## src/rtl/ocg_pkg.sv

```systemverilog
package ocg_pkg;
  localparam int OCG_DIV_W_DEF = 8;
  localparam int OCG_NSRC_DEF  = 2;

  function automatic int sel_width(input int nsrc);
    return (nsrc > 1) ? $clog2(nsrc) : 1;
  endfunction
endpackage

```

## src/rtl/ocg_cfg_lock.sv

```systemverilog
module ocg_cfg_lock #(
  parameter int DIV_W = 8,
  parameter int SEL_W = 1
) (
  input  logic             clk,
  input  logic             rst,
  input  logic             glb_en,
  input  logic [DIV_W-1:0] div_in,
  input  logic [SEL_W-1:0] sel_in,
  output logic [DIV_W-1:0] div_q,
  output logic [SEL_W-1:0] sel_q,
  output logic [DIV_W-1:0] hi_q,
  output logic             off_q
);
  localparam logic [DIV_W:0] TWO = (DIV_W+1)'(2);

  logic [DIV_W:0] ratio_p1;
  logic [DIV_W:0] hi_calc;

  // ceil((D+1)/2) = (D+2) >> 1
  always_comb begin
    ratio_p1 = {1'b0, div_in} + TWO;
    hi_calc  = ratio_p1 >> 1;
  end

  always_ff @(posedge clk) begin
    if (rst) begin
      div_q <= '0;
      sel_q <= '0;
      hi_q  <= '0;
      off_q <= 1'b1;
    end else if (!glb_en) begin
      div_q <= div_in;
      sel_q <= sel_in;
      hi_q  <= hi_calc[DIV_W-1:0];
      off_q <= (div_in == '0);
    end
  end
endmodule

```

## src/rtl/ocg_tick_sel.sv

```systemverilog
module ocg_tick_sel #(
  parameter int NSRC  = 2,
  parameter int SEL_W = 1
) (
  input  logic [NSRC-1:0]  ce,
  input  logic [SEL_W-1:0] sel,
  output logic             tick
);
  generate
    if (NSRC == 1) begin : g_single
      always_comb tick = ce[0];
    end else begin : g_multi
      always_comb begin
        tick = 1'b0;
        for (int i = 0; i < NSRC; i++) begin
          if (sel == SEL_W'(i)) tick = ce[i];
        end
      end
    end
  endgenerate
endmodule

```

## src/rtl/ocg_divider.sv

```systemverilog
module ocg_divider #(
  parameter int DIV_W = 8
) (
  input  logic             clk,
  input  logic             rst,
  input  logic             run,
  input  logic             off,
  input  logic             tick,
  input  logic [DIV_W-1:0] div,
  input  logic [DIV_W-1:0] hi_len,
  output logic             clk_out
);
  logic [DIV_W-1:0] cnt;

  always_ff @(posedge clk) begin
    if (rst || !run || off) begin
      cnt     <= '0;
      clk_out <= 1'b0;
    end else if (tick) begin
      clk_out <= (cnt < hi_len);
      cnt     <= (cnt == div) ? '0 : cnt + 1'b1;
    end
  end
endmodule

```

## src/rtl/sdm_clkout_gen.sv

```systemverilog
module sdm_clkout_gen #(
  parameter int DIV_W = ocg_pkg::OCG_DIV_W_DEF,
  parameter int NSRC  = ocg_pkg::OCG_NSRC_DEF,
  parameter int SEL_W = ocg_pkg::sel_width(NSRC)
) (
  input  logic             clk,
  input  logic             rst,
  input  logic             glb_en,
  input  logic [SEL_W-1:0] src_sel,
  input  logic [DIV_W-1:0] div_cfg,
  input  logic [NSRC-1:0]  src_ce,
  output logic             ser_clk,
  output logic [DIV_W-1:0] absence_thr
);
  logic [DIV_W-1:0] div_lk;
  logic [SEL_W-1:0] sel_lk;
  logic [DIV_W-1:0] hi_lk;
  logic             off_lk;
  logic             sel_tick;

  ocg_cfg_lock #(.DIV_W(DIV_W), .SEL_W(SEL_W)) u_lock (
    .clk    (clk),
    .rst    (rst),
    .glb_en (glb_en),
    .div_in (div_cfg),
    .sel_in (src_sel),
    .div_q  (div_lk),
    .sel_q  (sel_lk),
    .hi_q   (hi_lk),
    .off_q  (off_lk)
  );

  ocg_tick_sel #(.NSRC(NSRC), .SEL_W(SEL_W)) u_sel (
    .ce   (src_ce),
    .sel  (sel_lk),
    .tick (sel_tick)
  );

  ocg_divider #(.DIV_W(DIV_W)) u_div (
    .clk     (clk),
    .rst     (rst),
    .run     (glb_en),
    .off     (off_lk),
    .tick    (sel_tick),
    .div     (div_lk),
    .hi_len  (hi_lk),
    .clk_out (ser_clk)
  );

  assign absence_thr = div_lk;
endmodule

```

## config.mk

```make
export PLATFORM = sky130hd
export DESIGN_NAME = sdm_clkout_gen
export DESIGN_NICKNAME = d
export VERILOG_FILES = /design/src/rtl/ocg_pkg.sv /design/src/rtl/ocg_cfg_lock.sv /design/src/rtl/ocg_tick_sel.sv /design/src/rtl/ocg_divider.sv /design/src/rtl/sdm_clkout_gen.sv
export SDC_FILE = /design/constraint.sdc
export NUM_CORES = 1
export LEC_CHECK = 0
export BUFFER_PORTS_ARGS = -buffer_cell sky130_fd_sc_hd__buf_2
export CAP_MARGIN = 15
export CORE_MARGIN = 5
export CORE_UTILIZATION = 30
export DETAILED_ROUTE_END_ITERATION = 8
export PLACE_DENSITY = 0.59
export RECOVER_POWER = 100
export SYNTH_ARGS = -nofsm -noshare
export SYNTH_HDL_FRONTEND = slang
export SYNTH_SLANG_ARGS = --single-unit
```

## constraint.sdc

```tcl
create_clock -name clk -period 1.25 [get_ports clk]
set_input_delay 0.0625 -clock clk [delete_from_list [all_inputs] [get_ports clk]]
set_output_delay 0.0625 -clock clk [all_outputs]
set_load 0.02 [all_outputs]
```

# Word level (Yosys, flattened, before mapping)
# Cells that the tools add are included.
# op_classes
n_addsub	2
n_lt_le_gt_ge	1
eq_ne	1
n_mux	2
reduce_logical	4
# op_table
cell	count
adder 8 x 2 -> 9 bit (second input constant)	1
adder 8 x 1 -> 8 bit (second input constant)	1
equality test 8 bit	1
logical NOT 8 bit	1
< comparator 8 bit	1
2-to-1 mux 8 bit	1
logical OR 1 bit	2
logical NOT 1 bit	1
2-to-1 mux 1 bit	1
# word_totals
register_bits	27
output_inout_bits	9
wordCells	16

# Depth between registers and ports, before layout
# logic_depth
word_depth	3
depth_mapped	6
ltp_nobuf	6

# Hierarchy
# From an unflattened synthesis, not the netlist that was laid out.
# hier_totals
cells_unflattened	152
area_unflattened_um2	1401.3
# by_module_without_submodules
module	n_inst	cells_each	area_each_um2
ocg_cfg_lock	1	77	742.0
ocg_divider	1	74	644.4
ocg_tick_sel	1	1	15.0

# Worst setup path after synthesis
# No wires, ideal clock.
# synth_path
path_kind	reg2reg
start	register u_lock.div_q[6]
end	register u_div.cnt[0]
arrival_ns	1.292
required_ns	1.113
setup_slack_ns	-0.179
path_stages_with_launch	5
synth_period_minus_slack_ns	1.429
path_cell_list	dfxtp_1 -> xnor2_1 -> nand4_1 -> nor4_4 -> nor3_1
# synth_via
elab_chain_cells	2
# synth_rtl
element	line_no	text
start: declaration	ocg_cfg_lock.sv:10	output logic [DIV_W-1:0] div_q,
start signal: assignment	ocg_cfg_lock.sv:33	div_q <= div_in;
equality test 8 bit	ocg_divider.sv:21	cnt <= (cnt == div) ? '0 : cnt + 1'b1;
2-to-1 mux 8 bit	ocg_divider.sv:21	
end signal: assignment	ocg_divider.sv:21	
end: declaration	ocg_divider.sv:13	logic [DIV_W-1:0] cnt;
# Every way passes these cells.
# A chain may end at the register's enable or synchronous reset.

# Worst setup path in the final report
# layout_path
start	register u_lock.sel_q
end	register u_div.cnt[4]
# layout_via
elab_chain_cells	1
# layout_rtl
element	line_no	text
start: declaration	ocg_cfg_lock.sv:11	output logic [SEL_W-1:0] sel_q,
start signal: assignment	ocg_cfg_lock.sv:34	sel_q <= sel_in;
2-to-1 mux 1 bit	ocg_tick_sel.sv:16	if (sel == SEL_W'(i)) tick = ce[i];
# Every way passes these cells.

==> metrics <==
asr flop ratio synth 0; Critical Path End u_div.cnt[4]; post-route insts no fill 248; post-route cell area 1810 um^2; most frequent cells in the layout dfxtp_1, buf_4, nor2_1; gr usage total 0.119; Gate Count Post-Synth 152; Layout Nets 218; register share of total power 0.531; CTS sink cnt 27; crit path DAT 1.47 ns; ant diodes 0; Int Pwr 1270 uW; DR vias 1183; H-tree Lvls 1; maxcap violations 0; hold buffers post-CTS 0; GP Congestion 0.800; Pre-antenna DRT Iters 4; core box area 4630 um^2; worst setup path class flop to flop; sequential-to-total area share from yosys stat 0.383; Placed Instance Area 1740 um^2; Cell Pwr Density 956 nW/um^2; CTS max path bufs 2; Area contributors post-synth dfxtp_1, ha_1, mux2i_1; Area growth syn-to-layout 28.2%; PortBufs 22; Main synth FF type dfxtp_1; initial antenna violation count 0; DRT Wirelength 3340 um; Root Buffer clkbuf_8; DRC Markers 0; YS warnings 0; per-cell routed wire length 13.5 um; count of cell types in the netlist 33; pin count of the biggest net entering global routing 26; Setup WS post-layout -0.0639 ns; status finished with violations; share of layout cells above drive strength 1 0.278; critical path launch point u_lock.sel_q; combinational power share 0.180; syn nets 175; Rows 25; P_sw 464 uW; most common cell after layout, fill and taps aside dfxtp_1; maximum VDD drop 418 uV; Worst setup EP type flop; num ports 23; failing checks negative setup slack; Post-DP HPWL 2680 um; final count of pins violating max slew 0; number of DRC violations after detailed-routing iteration 0 37; DR vias/cell 4.77; vias in the first global route 1200; switching part of the total power 0.268; unrepaired setup endpoints after global routing yes; Crit Path Max Fanout 4; Final Hold Viols 0; Routed Antenna Nets 0; final period utilization 1.05; Worst-Skew Late Latency 0.27 ns; die width 78.6 um; Min Clock Period, post-route 1.31 ns; FF-to-FF setup slack -0.06 ns; Worst-path clk slew 0.09 ns; Finish-stage setup viols 9; Setup Fix Bufs, Post-CTS 0; clk_skew 0.00388 ns; Worst slew margin 0.774; grt total ovfl 0; flop and latch count out of synthesis 27; syn_area_per_cell 9.28 um^2; Reg2Reg Depth 5; post-synth top area share 0.383; die footprint 6170 um^2; fillers 494; post-synth top area cell dfxtp_1; Final Util 0.391; RR Endpoint u_div.cnt[4]; Slew @ Worst Pin 0.338 ns; Post-Place Cells 244; EDFF count, synth 0; starting density of the core 0.305; WP data required 1.40 ns; fmax 761 MHz; first-pass GRT wire length 5690 um; critical path startpoint category flop; Inserted Clock Buffers 3; clock share of power 0.289; worst reg2reg startpoint u_lock.sel_q; Syn Std Cell Area 1410 um^2; die height 78.6 um; leakage power figure 0.000735 uW; CTS tree done; hold crit path type input pin to flop
[Yosys cell counts, drive strengths merged, types with 2 or more instances]
cell and n:
nor4 3, ha 9, a21oi 7, nand3 4, a211oi 4, dfxtp 27, xor2 7, clkbuf 3
inv 7, mux2 2, nor3 12, nor2 16, buf 3, nor2b 2, xnor2 12, nand4 4
mux2i 11, nand2 8, nand2b 2
[kinds of logic after synthesis]
group	Yosys count	synth area share
xor+xnor	19	0.118
mux	13	0.0967
flops	27	0.383
compound gates	18	0.0852
fa+ha+maj	9	0.0799
buf+inv	13	0.0373
simple gates	53	0.200
[sequential cells by signal, indices dropped and copies added (netlist names)]
signal and flops:
u_lock.hi_q 8, u_lock.div_q 8, u_div.cnt 8, u_div.clk_out 1, u_lock.off_q 1, u_lock.sel_q 1
[how the worst min path moves through the flow]
stage,startpoint,cells past startpoint,to
global route,src_sel,3,u_lock.sel_q
detailed placement,src_sel,3,u_lock.sel_q
global placement,src_sel,3,u_lock.sel_q
finish,src_sel,3,u_lock.sel_q
floorplan,div_cfg[7],2,u_lock.div_q[7]
CTS,src_sel,3,u_lock.sel_q
[per-stage QoR]
step                      TNS [ns]  power (uW)  hold slack, ns  worst slack [ns]
final                       -0.428        1730          0.0226           -0.0639
after global routing         -1.18        1810          0.0434            -0.145
after CTS                   -0.345        1750          0.0271           -0.0600
after detailed placement    -0.289        1250           0.314           -0.0667
after global placement      -0.616        1250           0.292           -0.0731
after floorplan             -0.131        1120           0.205           -0.0207
[layer usage]
| metal | wire, um | vias to the layer above | track usage |
|---|---|---|---|
| li1 | - | 614 | - |
| met1 | 1530 | 538 | 0.144 |
| met2 | 1600 | 24 | 0.201 |
| met3 | 115 | 7 | 0.0183 |
| met4 | 104 | 0 | 0.0629 |
| met5 | 0 | - | 0 |
[layout make-up]
class,instances,area (um^2),share of cell area
flip-flops and latches,27,553,0.306
clock buffers,4,45.0,0.0249
inverters,7,26.3,0.0145
repair buffers,44,267,0.147
well taps,54,67.6,0.0374
multi-input cells,112,850,0.470
[critical path, stage by stage (launching register included)]
cell and delay [ns]:
dfxtp_1 0.39, mux2_4 0.34, buf_6 0.13, nand4_1 0.10, xor2_1 0.17, nor3_1 0.06
[power by group through the flow]
stage / registers [uW] / clock network (uW) / logic, uW
after floorplan: 957 / 0 / 165
after global placement: 941 / 0 / 313
after detailed placement: 941 / 0 / 313
after CTS: 922 / 514 / 319
after global routing: 923 / 543 / 348
final: 918 / 500 / 311
[timing repair]
item / in CTS / in global routing
resized for setup: 9 / 5
pin swaps: 8 / 6
setup endpoints to repair: 9 / 9
(Power assumes the default switching activity.)
